==> config.mk <==
export PLATFORM = sky130hd
export DESIGN_NAME = spi_hold_slave
export DESIGN_NICKNAME = d
export VERILOG_FILES = /design/src/rtl/spi_hold_pkg.sv /design/src/rtl/spi_sync.sv /design/src/rtl/spi_hold_ctrl.sv /design/src/rtl/spi_frame.sv /design/src/rtl/spi_hold_slave.sv
export SDC_FILE = /design/constraint.sdc
export NUM_CORES = 1
export LEC_CHECK = 0
export ABC_AREA = 1
export BUFFER_PORTS_ARGS = -buffer_cell sky130_fd_sc_hd__clkbuf_2
export CELL_PAD_IN_SITES_DETAIL_PLACEMENT = 0
export CELL_PAD_IN_SITES_GLOBAL_PLACEMENT = 1
export CORE_AREA = 3 3 77 79
export CTS_BUF_LIST = sky130_fd_sc_hd__clkbuf_4
export CTS_CLUSTER_DIAMETER = 120
export DETAILED_ROUTE_END_ITERATION = 8
export DIE_AREA = 0 0 80 82
export GPL_ROUTABILITY_DRIVEN = 0
export PLACE_DENSITY_LB_ADDON = 0.1
export RECOVER_POWER = 50
export SLEW_MARGIN = 20
export SYNTH_ARGS = -nofsm -noshare
export SYNTH_HDL_FRONTEND = slang
export SYNTH_SLANG_ARGS = --single-unit
==> constraint.sdc <==
create_clock -name clk_i -period 1.6 [get_ports clk_i]
set_clock_uncertainty 0.2 [all_clocks]
set_input_delay 0.32 -clock clk_i [delete_from_list [all_inputs] [get_ports clk_i]]
set_output_delay 0.32 -clock clk_i [all_outputs]
set_load 0.02 [all_outputs]
==> src/rtl/spi_hold_pkg.sv <==
package spi_hold_pkg;
  localparam int unsigned BYTE_W = 8;
  localparam int unsigned NIB_W  = 4;
  localparam int unsigned CNT_W  = $clog2(BYTE_W);

  typedef enum logic [1:0] {
    FR_IDLE = 2'd0,
    FR_ADDR = 2'd1,
    FR_DATA = 2'd2,
    FR_SKIP = 2'd3
  } frame_st_e;
endpackage

==> src/rtl/spi_sync.sv <==
module spi_sync #(
  parameter int unsigned      WIDTH   = 1,
  parameter int unsigned      STAGES  = 2,
  parameter logic [WIDTH-1:0] RST_VAL = '0
) (
  input  logic             clk_i,
  input  logic             rst_ni,
  input  logic [WIDTH-1:0] d_i,
  output logic [WIDTH-1:0] q_o
);
  logic [STAGES-1:0][WIDTH-1:0] chain_q;

  always_ff @(posedge clk_i or negedge rst_ni) begin
    if (!rst_ni) chain_q <= {STAGES{RST_VAL}};
    else         chain_q <= {chain_q[STAGES-2:0], d_i};
  end

  assign q_o = chain_q[STAGES-1];
endmodule

==> src/rtl/spi_hold_ctrl.sv <==
module spi_hold_ctrl (
  input  logic clk_i,
  input  logic rst_ni,
  input  logic hold_ni,
  input  logic sck_i,
  input  logic cs_ni,
  output logic paused_o
);
  logic hold_q, paused_q;
  logic hold_fall, hold_rise;

  assign hold_fall = hold_q & ~hold_ni;
  assign hold_rise = ~hold_q & hold_ni;

  always_ff @(posedge clk_i or negedge rst_ni) begin
    if (!rst_ni) begin
      hold_q   <= 1'b1;
      paused_q <= 1'b0;
    end else begin
      hold_q <= hold_ni;
      if (cs_ni) paused_q <= 1'b0;
      else if (!sck_i) begin
        // hold edges count only in the low phase of the serial clock
        if (hold_fall)      paused_q <= 1'b1;
        else if (hold_rise) paused_q <= 1'b0;
      end
    end
  end

  assign paused_o = paused_q;
endmodule

==> src/rtl/spi_frame.sv <==
module spi_frame
  import spi_hold_pkg::*;
#(
  parameter logic [1:0] DEV_ID_HI = 2'b10
) (
  input  logic              clk_i,
  input  logic              rst_ni,
  input  logic              start_i,
  input  logic              abort_i,
  input  logic              bit_stb_i,
  input  logic              shift_stb_i,
  input  logic              sdi_i,
  input  logic [1:0]        strap_i,
  input  logic              rd_req_i,
  input  logic [BYTE_W-1:0] rd_data_i,
  output logic [NIB_W-1:0]  instr_o,
  output logic              instr_valid_o,
  output logic [BYTE_W-1:0] rx_data_o,
  output logic              rx_valid_o,
  output logic              sdo_o,
  output logic              tx_on_o,
  output frame_st_e         state_o,
  output logic [CNT_W-1:0]  bit_cnt_o
);
  frame_st_e         st_q;
  logic [CNT_W-1:0]  cnt_q;
  logic [BYTE_W-1:0] sh_q, tx_q, rx_q, byte_w;
  logic [NIB_W-1:0]  instr_q;
  logic              rx_v_q, ins_v_q, tx_on_q, sdo_q;
  logic              active, byte_done, addr_hit, boundary;

  assign active    = (st_q == FR_ADDR) || (st_q == FR_DATA);
  assign byte_w    = {sh_q[BYTE_W-2:0], sdi_i};
  assign byte_done = bit_stb_i && active && (cnt_q == CNT_W'(BYTE_W-1));
  assign addr_hit  = byte_w[BYTE_W-1 -: NIB_W] == {DEV_ID_HI, strap_i};
  assign boundary  = byte_done && ((st_q == FR_DATA) || addr_hit);

  always_ff @(posedge clk_i or negedge rst_ni) begin
    if (!rst_ni) begin
      st_q    <= FR_IDLE;
      cnt_q   <= '0;
      sh_q    <= '0;
      tx_q    <= '0;
      rx_q    <= '0;
      instr_q <= '0;
      rx_v_q  <= 1'b0;
      ins_v_q <= 1'b0;
      tx_on_q <= 1'b0;
      sdo_q   <= 1'b0;
    end else begin
      rx_v_q  <= 1'b0;
      ins_v_q <= 1'b0;
      if (abort_i) begin
        st_q    <= FR_IDLE;
        cnt_q   <= '0;
        tx_on_q <= 1'b0;
      end else if (start_i) begin
        st_q    <= FR_ADDR;
        cnt_q   <= '0;
        tx_on_q <= 1'b0;
      end else begin
        if (bit_stb_i && active) begin
          sh_q  <= byte_w;
          cnt_q <= cnt_q + 1'b1;
        end
        if (byte_done) begin
          if (st_q == FR_ADDR) begin
            if (addr_hit) begin
              st_q    <= FR_DATA;
              instr_q <= byte_w[NIB_W-1:0];
              ins_v_q <= 1'b1;
            end else begin
              st_q <= FR_SKIP;
            end
          end else begin
            rx_q   <= byte_w;
            rx_v_q <= 1'b1;
          end
        end
        if (boundary) begin
          tx_on_q <= rd_req_i;
          if (rd_req_i) tx_q <= rd_data_i;
        end
        if (shift_stb_i && tx_on_q) begin
          sdo_q <= tx_q[BYTE_W-1];
          tx_q  <= {tx_q[BYTE_W-2:0], 1'b0};
        end
      end
    end
  end

  assign instr_o       = instr_q;
  assign instr_valid_o = ins_v_q;
  assign rx_data_o     = rx_q;
  assign rx_valid_o    = rx_v_q;
  assign sdo_o         = sdo_q;
  assign tx_on_o       = tx_on_q;
  assign state_o       = st_q;
  assign bit_cnt_o     = cnt_q;
endmodule

==> src/rtl/spi_hold_slave.sv <==
module spi_hold_slave
  import spi_hold_pkg::*;
#(
  parameter logic [1:0]  DEV_ID_HI   = 2'b10,
  parameter int unsigned SYNC_STAGES = 2
) (
  input  logic        clk_i,
  input  logic        rst_ni,
  input  logic        sck_i,
  input  logic        cs_ni,
  input  logic        hold_ni,
  input  logic        sdi_i,
  input  logic [1:0]  addr_strap_i,
  output logic        sdo_o,
  output logic        sdo_oe_o,
  output logic [3:0]  instr_o,
  output logic        instr_valid_o,
  output logic [7:0]  rx_data_o,
  output logic        rx_valid_o,
  input  logic        rd_req_i,
  input  logic [7:0]  rd_data_i
);
  localparam int unsigned NSYNC = 4;
  // order {sck, cs_n, hold_n, sdi}; cs resets low so a held-low select is no edge
  localparam logic [NSYNC-1:0] SYNC_RST = 4'b0010;

  logic [NSYNC-1:0] sync_s;
  logic sck_s, cs_s, hold_s, sdi_s;
  logic sck_q, cs_q, armed_q;
  logic sck_rise, sck_fall, cs_fall;
  logic paused, tx_on;
  logic bit_stb, shift_stb;
  frame_st_e state;
  logic [CNT_W-1:0] bit_cnt;

  spi_sync #(.WIDTH(NSYNC), .STAGES(SYNC_STAGES), .RST_VAL(SYNC_RST)) u_sync (
    .clk_i (clk_i),
    .rst_ni(rst_ni),
    .d_i   ({sck_i, cs_ni, hold_ni, sdi_i}),
    .q_o   (sync_s)
  );
  assign {sck_s, cs_s, hold_s, sdi_s} = sync_s;

  always_ff @(posedge clk_i or negedge rst_ni) begin
    if (!rst_ni) begin
      sck_q   <= 1'b0;
      cs_q    <= 1'b0;
      armed_q <= 1'b0;
    end else begin
      sck_q <= sck_s;
      cs_q  <= cs_s;
      if (cs_fall) armed_q <= 1'b1;
    end
  end

  assign sck_rise = sck_s & ~sck_q;
  assign sck_fall = ~sck_s & sck_q;
  assign cs_fall  = cs_q & ~cs_s;

  spi_hold_ctrl u_hold (
    .clk_i   (clk_i),
    .rst_ni  (rst_ni),
    .hold_ni (hold_s),
    .sck_i   (sck_s),
    .cs_ni   (cs_s),
    .paused_o(paused)
  );

  assign bit_stb   = sck_rise & ~paused & ~cs_s & armed_q;
  assign shift_stb = sck_fall & ~paused & ~cs_s & armed_q;

  spi_frame #(.DEV_ID_HI(DEV_ID_HI)) u_frame (
    .clk_i        (clk_i),
    .rst_ni       (rst_ni),
    .start_i      (cs_fall),
    .abort_i      (cs_s),
    .bit_stb_i    (bit_stb),
    .shift_stb_i  (shift_stb),
    .sdi_i        (sdi_s),
    .strap_i      (addr_strap_i),
    .rd_req_i     (rd_req_i),
    .rd_data_i    (rd_data_i),
    .instr_o      (instr_o),
    .instr_valid_o(instr_valid_o),
    .rx_data_o    (rx_data_o),
    .rx_valid_o   (rx_valid_o),
    .sdo_o        (sdo_o),
    .tx_on_o      (tx_on),
    .state_o      (state),
    .bit_cnt_o    (bit_cnt)
  );

  assign sdo_oe_o = tx_on & ~paused & ~cs_s;
endmodule

=== Word-level counts from Yosys, hierarchy flattened ===
Cells that the tools add are included.

* Register bits: 49
* Bits of input ports: 17
* Output and inout port bits: 16
* Word-level logic and storage cells: 91

* Add/sub/neg operators: 1
* Equal/unequal tests: 5
* Multiplexer cells: 27
* Bitwise operators: 21
* Reduce and logical (&&, ||, !) cells: 20

{| class="wikitable"
|+ Operators with widths
! cell !! count
|-
| two-way mux 8 bit || 3
|-
| two-way mux 1 bit || 17
|-
| nonzero test 3 bit || 5
|-
| AND 1 bit || 13
|-
| two-way mux 3 bit || 3
|-
| two-way mux 2 bit || 4
|-
| NOT 1 bit || 8
|-
| AND reduction 4 bit || 2
|-
| AND reduction 3 bit || 2
|-
| AND reduction 5 bit || 1
|-
| == test 4 bit || 1
|-
| logical AND 1 bit || 4
|-
| AND reduction 2 bit || 2
|-
| nonzero test 2 bit || 2
|-
| adder 3 x 1 -> 3 bit (second input constant) || 1
|-
| == test 3 bit (second input constant) || 1
|-
| == test 2 x 1 -> 1 bit (second input constant) || 1
|-
| == test 2 bit (second input constant) || 1
|-
| logical OR 1 bit || 2
|-
| inequality test 2 bit (second input constant) || 1
|}

=== Longest topological paths before layout ===
* Word-level depth: 11
* Mapped depth: 11
* Mapped depth without buffers: 11

=== Cells and area by module ===
Synthesis repeated with hierarchy kept, for this count alone.

* Cells, all modules: 229
* Area total of the unflattened synthesis: 2,120.8 µm²

{| class="wikitable"
|+ By module, submodules not included
! module !! instances !! cells each !! area each (µm²) !! seq. area each (µm²)
|-
| spi_frame || 1 || 189 || 1,667.8 || 900.9
|-
| spi_sync || 1 || 12 || 232.7 || 202.7
|-
| spi_hold_slave || 1 || 15 || 127.6 || 75.1
|-
| spi_hold_ctrl || 1 || 13 || 92.6 || 51.3
|}

=== Worst setup path after synthesis ===
No wires, ideal clock.

* Path kind: register to register
* Start: reg u_frame.st_q[0], in the netlist u_frame.state_o[0]
* End: reg u_frame.rx_q[6], in the netlist u_frame.rx_data_o[6]
* Library setup time: 0.118 ns
* Data arrival time: 1.451 ns
* Required time: 1.282 ns
* Path slack: -0.169 ns
* Stages on the path, launching flop included: 12
* Buffers on the path: 1
* Clock period less this slack: 1.769 ns
* Path through: dfrtp_1 -> inv_1 -> ha_1 -> inv_1 -> nand2_1 -> nor2_2 -> nand2_2 -> nor2_4 -> nand2_2 -> buf_6 -> nand2_1 -> o21ai_2

* Longest elaborated chain between the ends: 5
* Elaborated cells between the ends (all ways): 7
* Those cells by class: 2 x eq/ne; 1 x bitwise; 4 x reduce/logical

{| class="wikitable"
|+ RTL lines
! element !! RTL line !! text
|-
| from (decl) || spi_frame.sv:25 || <nowiki>frame_st_e st_q;</nowiki>
|-
| from (signal assigned) || spi_frame.sv:40 || <nowiki>st_q <= FR_IDLE;</nowiki>
|-
| from (signal assigned) || spi_frame.sv:54 || <nowiki>st_q <= FR_IDLE;</nowiki>
|-
| from (signal assigned) || spi_frame.sv:58 || <nowiki>st_q <= FR_ADDR;</nowiki>
|-
| == test 2 x 1 -> 1 bit / == test 2 bit (equally long branches) || spi_frame.sv:32, spi_frame.sv:67 ||
|-
| logical OR 1 bit || spi_frame.sv:32 || <nowiki>assign active = (st_q == FR_ADDR) || (st_q == FR_DATA);</nowiki>
|-
| logical AND 1 bit (2 in series) || spi_frame.sv:34 || <nowiki>assign byte_done = bit_stb_i && active && (cnt_q == CNT_W'(BYTE_W-1));</nowiki>
|-
| AND reduction 4 bit (no line) (*) || -- ||
|-
| to (signal assigned) || spi_frame.sv:76 || <nowiki>rx_q <= byte_w;</nowiki>
|-
| to (decl) || spi_frame.sv:27 || <nowiki>logic [BYTE_W-1:0] sh_q, tx_q, rx_q, byte_w;</nowiki>
|}

Mark *: on every way between the ends. The rest lies on a longest branch, timed or not.
A chain may end at the register's enable or synchronous reset.

=== Worst setup path in the final report ===
* Start: reg u_frame.st_q[0], in the netlist u_frame.state_o[0]
* End: reg u_frame.tx_q[5]

* Longest elaborated chain between the ends: 7
* Elaborated cells between the ends (all ways): 9
* Those cells by class: 2 x eq/ne; 7 x reduce/logical

{| class="wikitable"
|+ RTL lines
! element !! RTL line !! text
|-
| == test 2 x 1 -> 1 bit / == test 2 bit (equally long branches) || spi_frame.sv:32, spi_frame.sv:36 ||
|-
| logical OR 1 bit || spi_frame.sv:32 ||
|-
| logical AND 1 bit (2 in series) || spi_frame.sv:34 ||
|-
| logical AND 1 bit (*) || spi_frame.sv:36 || <nowiki>assign boundary = byte_done && ((st_q == FR_DATA) || addr_hit);</nowiki>
|-
| nonzero test 2 bit (no line) (*) || -- ||
|-
| AND reduction 4 bit (no line) (*) || -- ||
|-
| to (signal assigned) || spi_frame.sv:82 || <nowiki>if (rd_req_i) tx_q <= rd_data_i;</nowiki>
|-
| to (signal assigned) || spi_frame.sv:86 || <nowiki>tx_q <= {tx_q[BYTE_W-2:0], 1'b0};</nowiki>
|-
| to (decl) || spi_frame.sv:27 ||
|}

Marks and branches as above.

==> flow_metrics.env <==
export IMPL_status="complete, but fails checks"
export IMPL_violations="negative setup slack"
export IMPL_hold_violations=0
export IMPL_n_antenna_cell=0
export IMPL_fin_nets=315
export IMPL_intPower_mw=1.70
export IMPL_ir_worst_vdd_mv=0.475
export IMPL_pwr_share_seq_pct=58.6
export IMPL_cts_root_buf="clkbuf_4"
export IMPL_dieArea_sq_um=6560
export IMPL_slew_headroom_pct=55.6
export IMPL_r2r_end="u_frame.tx_q[5]"
export IMPL_fill_cells=511
export IMPL_yosysTopAreaCell="dfrtp_1"
export IMPL_fin_area_sq_um=2860
export IMPL_hold_path_class="primary input to register"
export IMPL_drt_total_wl_microns=4160
export IMPL_dpl_instance_area_sq_um=2570
export IMPL_synthFlopType="dfrtp_1"
export IMPL_multi_input_area_sq_um=856
export IMPL_rsz0062_at_grt="true"
export IMPL_post_route_worst_setup_slack_ps=-209
export IMPL_pin_count=33
export IMPL_crit_fanout=7
export IMPL_post_place_ws_ps=-277
export IMPL_synth_area_top_cells="dfrtp_1 (55%), nand2_1 (10%), inv_1 (5.5%)"
export IMPL_synthTopCellsByCount="nand2_1 (58), dfrtp_1 (46), inv_1 (31)"
export IMPL_cellLeakagePower_nw=1.52
export IMPL_dr_pass1_iters=4
export IMPL_whs_ps=60.4
export IMPL_p_sw_share_pct=22.8
export IMPL_clk_latency_ps=360
export IMPL_clockBufferDepth=2
export IMPL_crit_start="u_frame.state_o[0]"
export IMPL_area_growth_pct=36.3
export IMPL_synth_yosys_warnings=0
export IMPL_critPathLaunchType="register"
export IMPL_io_buffers=32
export IMPL_drtIter0Drc=69
export IMPL_p_switching_uw=503
export IMPL_clkTransAtPathRegs_ps=130
export IMPL_maxSlewViolCount=0
export IMPL_synth_most_common_cell="nand2_1"
export IMPL_synth_seq_cells=49
export IMPL_htreeDepth=2
export IMPL_antenna_found_initial=0
export IMPL_placed_cells=344
export IMPL_cp_required_ps=1710
export IMPL_post_route_period_util_pct=113
export IMPL_final_instance_count_excl_fill=367
export IMPL_via_count=1631
export IMPL_grt_remaining_overflow=0
export IMPL_dp_hpwl_microns=2750
export IMPL_tns_ps=-5400
export IMPL_reg2reg_from="u_frame.state_o[0]"
export IMPL_worstMarginPinSlew_ps=666
export IMPL_synth_cell_types=25
export IMPL_synth_fp_nets=241
export IMPL_core_sq_um=5410
export IMPL_cts_tree="built"
export IMPL_die_x_microns=80
export IMPL_ys_seq_area_share_pct=58.5
export IMPL_fmax_mhz=553
export IMPL_grt_pass1_wl_microns=7260
export IMPL_synthCells=220
export IMPL_endpoint_kind="register"
export IMPL_antenna_left=0
export IMPL_yosysTopAreaCellShare_pct=54.8
export IMPL_syn_area_per_cell_sq_um=9.55
export IMPL_register_area_sq_um=1230
export IMPL_cp_arrival_ps=1920
export IMPL_endpoint="u_frame.tx_q[5]"
export IMPL_cts_made_buffers=5
export IMPL_cts_num_sinks=49
export IMPL_drc=0
export IMPL_rows=27
export IMPL_setup_viol=35
export IMPL_max_cap_violations=0
export IMPL_synth_edf_count=0
export IMPL_initial_utilization_pct=38.9
export IMPL_combPwrFrac_pct=8.4
export IMPL_rrSetupSlack_ps=-210
export IMPL_first_global_vias=1530
export IMPL_grt_max_degree=50
export IMPL_wl_per_cell_microns=11.3
export IMPL_vias_per_cell=4.44
export IMPL_fp_dieH_microns=82
export IMPL_async_flop_share_pct=100
export IMPL_clockPowerShare_pct=33.0
export IMPL_grtUsageTotal_pct=14.6
export IMPL_netlist_area_sq_um=2100
export IMPL_drive_gt1_share_pct=39.0
export IMPL_crit_type="register to register"
export IMPL_reg2reg_depth=11
export IMPL_powerDensity_nw_per_um2=769
export IMPL_post_route_min_period_ps=1810
-- cell families after synthesis --
family          share of synthesized area [%]
compound gates                           9.58
fa+ha+maj                                2.38
buf+inv                                  7.50
flops                                    58.5
simple gates                             22.0
-- critical path, stage by stage, from the launching register on --
cell	delay [ps]
dfrtp_1	410
inv_2	80
ha_4	200
inv_2	40
nand2_2	50
nor2_4	90
nand4_1	160
nor2_4	180
nand2_4	110
nand2_4	110
nand2_1	60
nand2_1	50
-- state kept, by name (all words and copies together) (netlist names) --
register	cells
u_frame.sh_q	7
u_hold.hold_q	1
cs_q	1
u_frame.tx_on_o	1
u_frame.instr_valid_o	1
u_frame.rx_data_o	8
u_sync.q_o	4
armed_q	1
u_hold.paused_o	1
u_frame.instr_o	4
u_frame.state_o	2
u_frame.sdo_o	1
u_sync.chain_q	4
sck_q	1
u_frame.tx_q	8
u_frame.rx_valid_o	1
u_frame.bit_cnt_o	3
-- cell type report --
cell class              count  area share (%)
repair buffers             69            17.0
multi-input cells         136            29.9
clock inverters             2            1.18
inverters                  33            4.33
flip-flops and latches     49            42.9
clock buffers               6            1.57
well taps                  72            3.15
-- stage by stage --
step                utilization (%)  power, mW
floorplan                         -       1.37
detailed placement             47.6       1.47
CTS                            52.8       2.24
global placement               47.6       1.47
finish                         53.0       2.20
global route                   53.0       2.32
-- how the worst min path moves through the flow --
stage,from,endpoint,slack (ps),cells past startpoint
after floorplan,rst_ni,armed_q,-180,0
after detailed placement,rst_ni,u_frame.rx_data_o[4],130,2
after global placement,u_sync.chain_q[2],u_sync.q_o[2],130,0
after global routing,rd_data_i[3],u_frame.tx_q[3],70,5
final,rd_data_i[2],u_frame.tx_q[2],60,5
after CTS,rd_data_i[2],u_frame.tx_q[2],50,5
-- power groups by stage --
stage	sequential, mW	clock (mW)	combinational, mW
floorplan	1.31	0	0.0608
global placement	1.31	0	0.157
detailed placement	1.31	0	0.158
CTS	1.29	0.754	0.194
global route	1.29	0.814	0.210
finish	1.29	0.727	0.185
-- metal layers --
layer	GRT usage, %	wire (microns)
met5	0	0
met4	4.56	55
met3	3.62	165
met2	22.8	1890
met1	20.1	2040
-- layout by cell type (no fill, tap or decap), types with 8 or more instances in the layout --
master and n:
clkbuf_2 31, dfrtp_1 46, o21ai_2 8, o21ai_1 12, buf_4 23, inv_1 29, o21ai_0 9, buf_6 8
nand2_1 55
-- repair_timing --
| action | 4_1_cts | 5_1_grt |
|---|---|---|
| pin swaps | 2 | 1 |
| hold endpoints to repair | 54 | 0 |
| resized for setup | 20 | 4 |
| hold buffers | 6 | 0 |
| setup buffers | 6 | 1 |
| setup endpoints to repair | 36 | 36 |
| cloned | 3 | 0 |
Note: power is estimated with default switching activity, not from simulation.
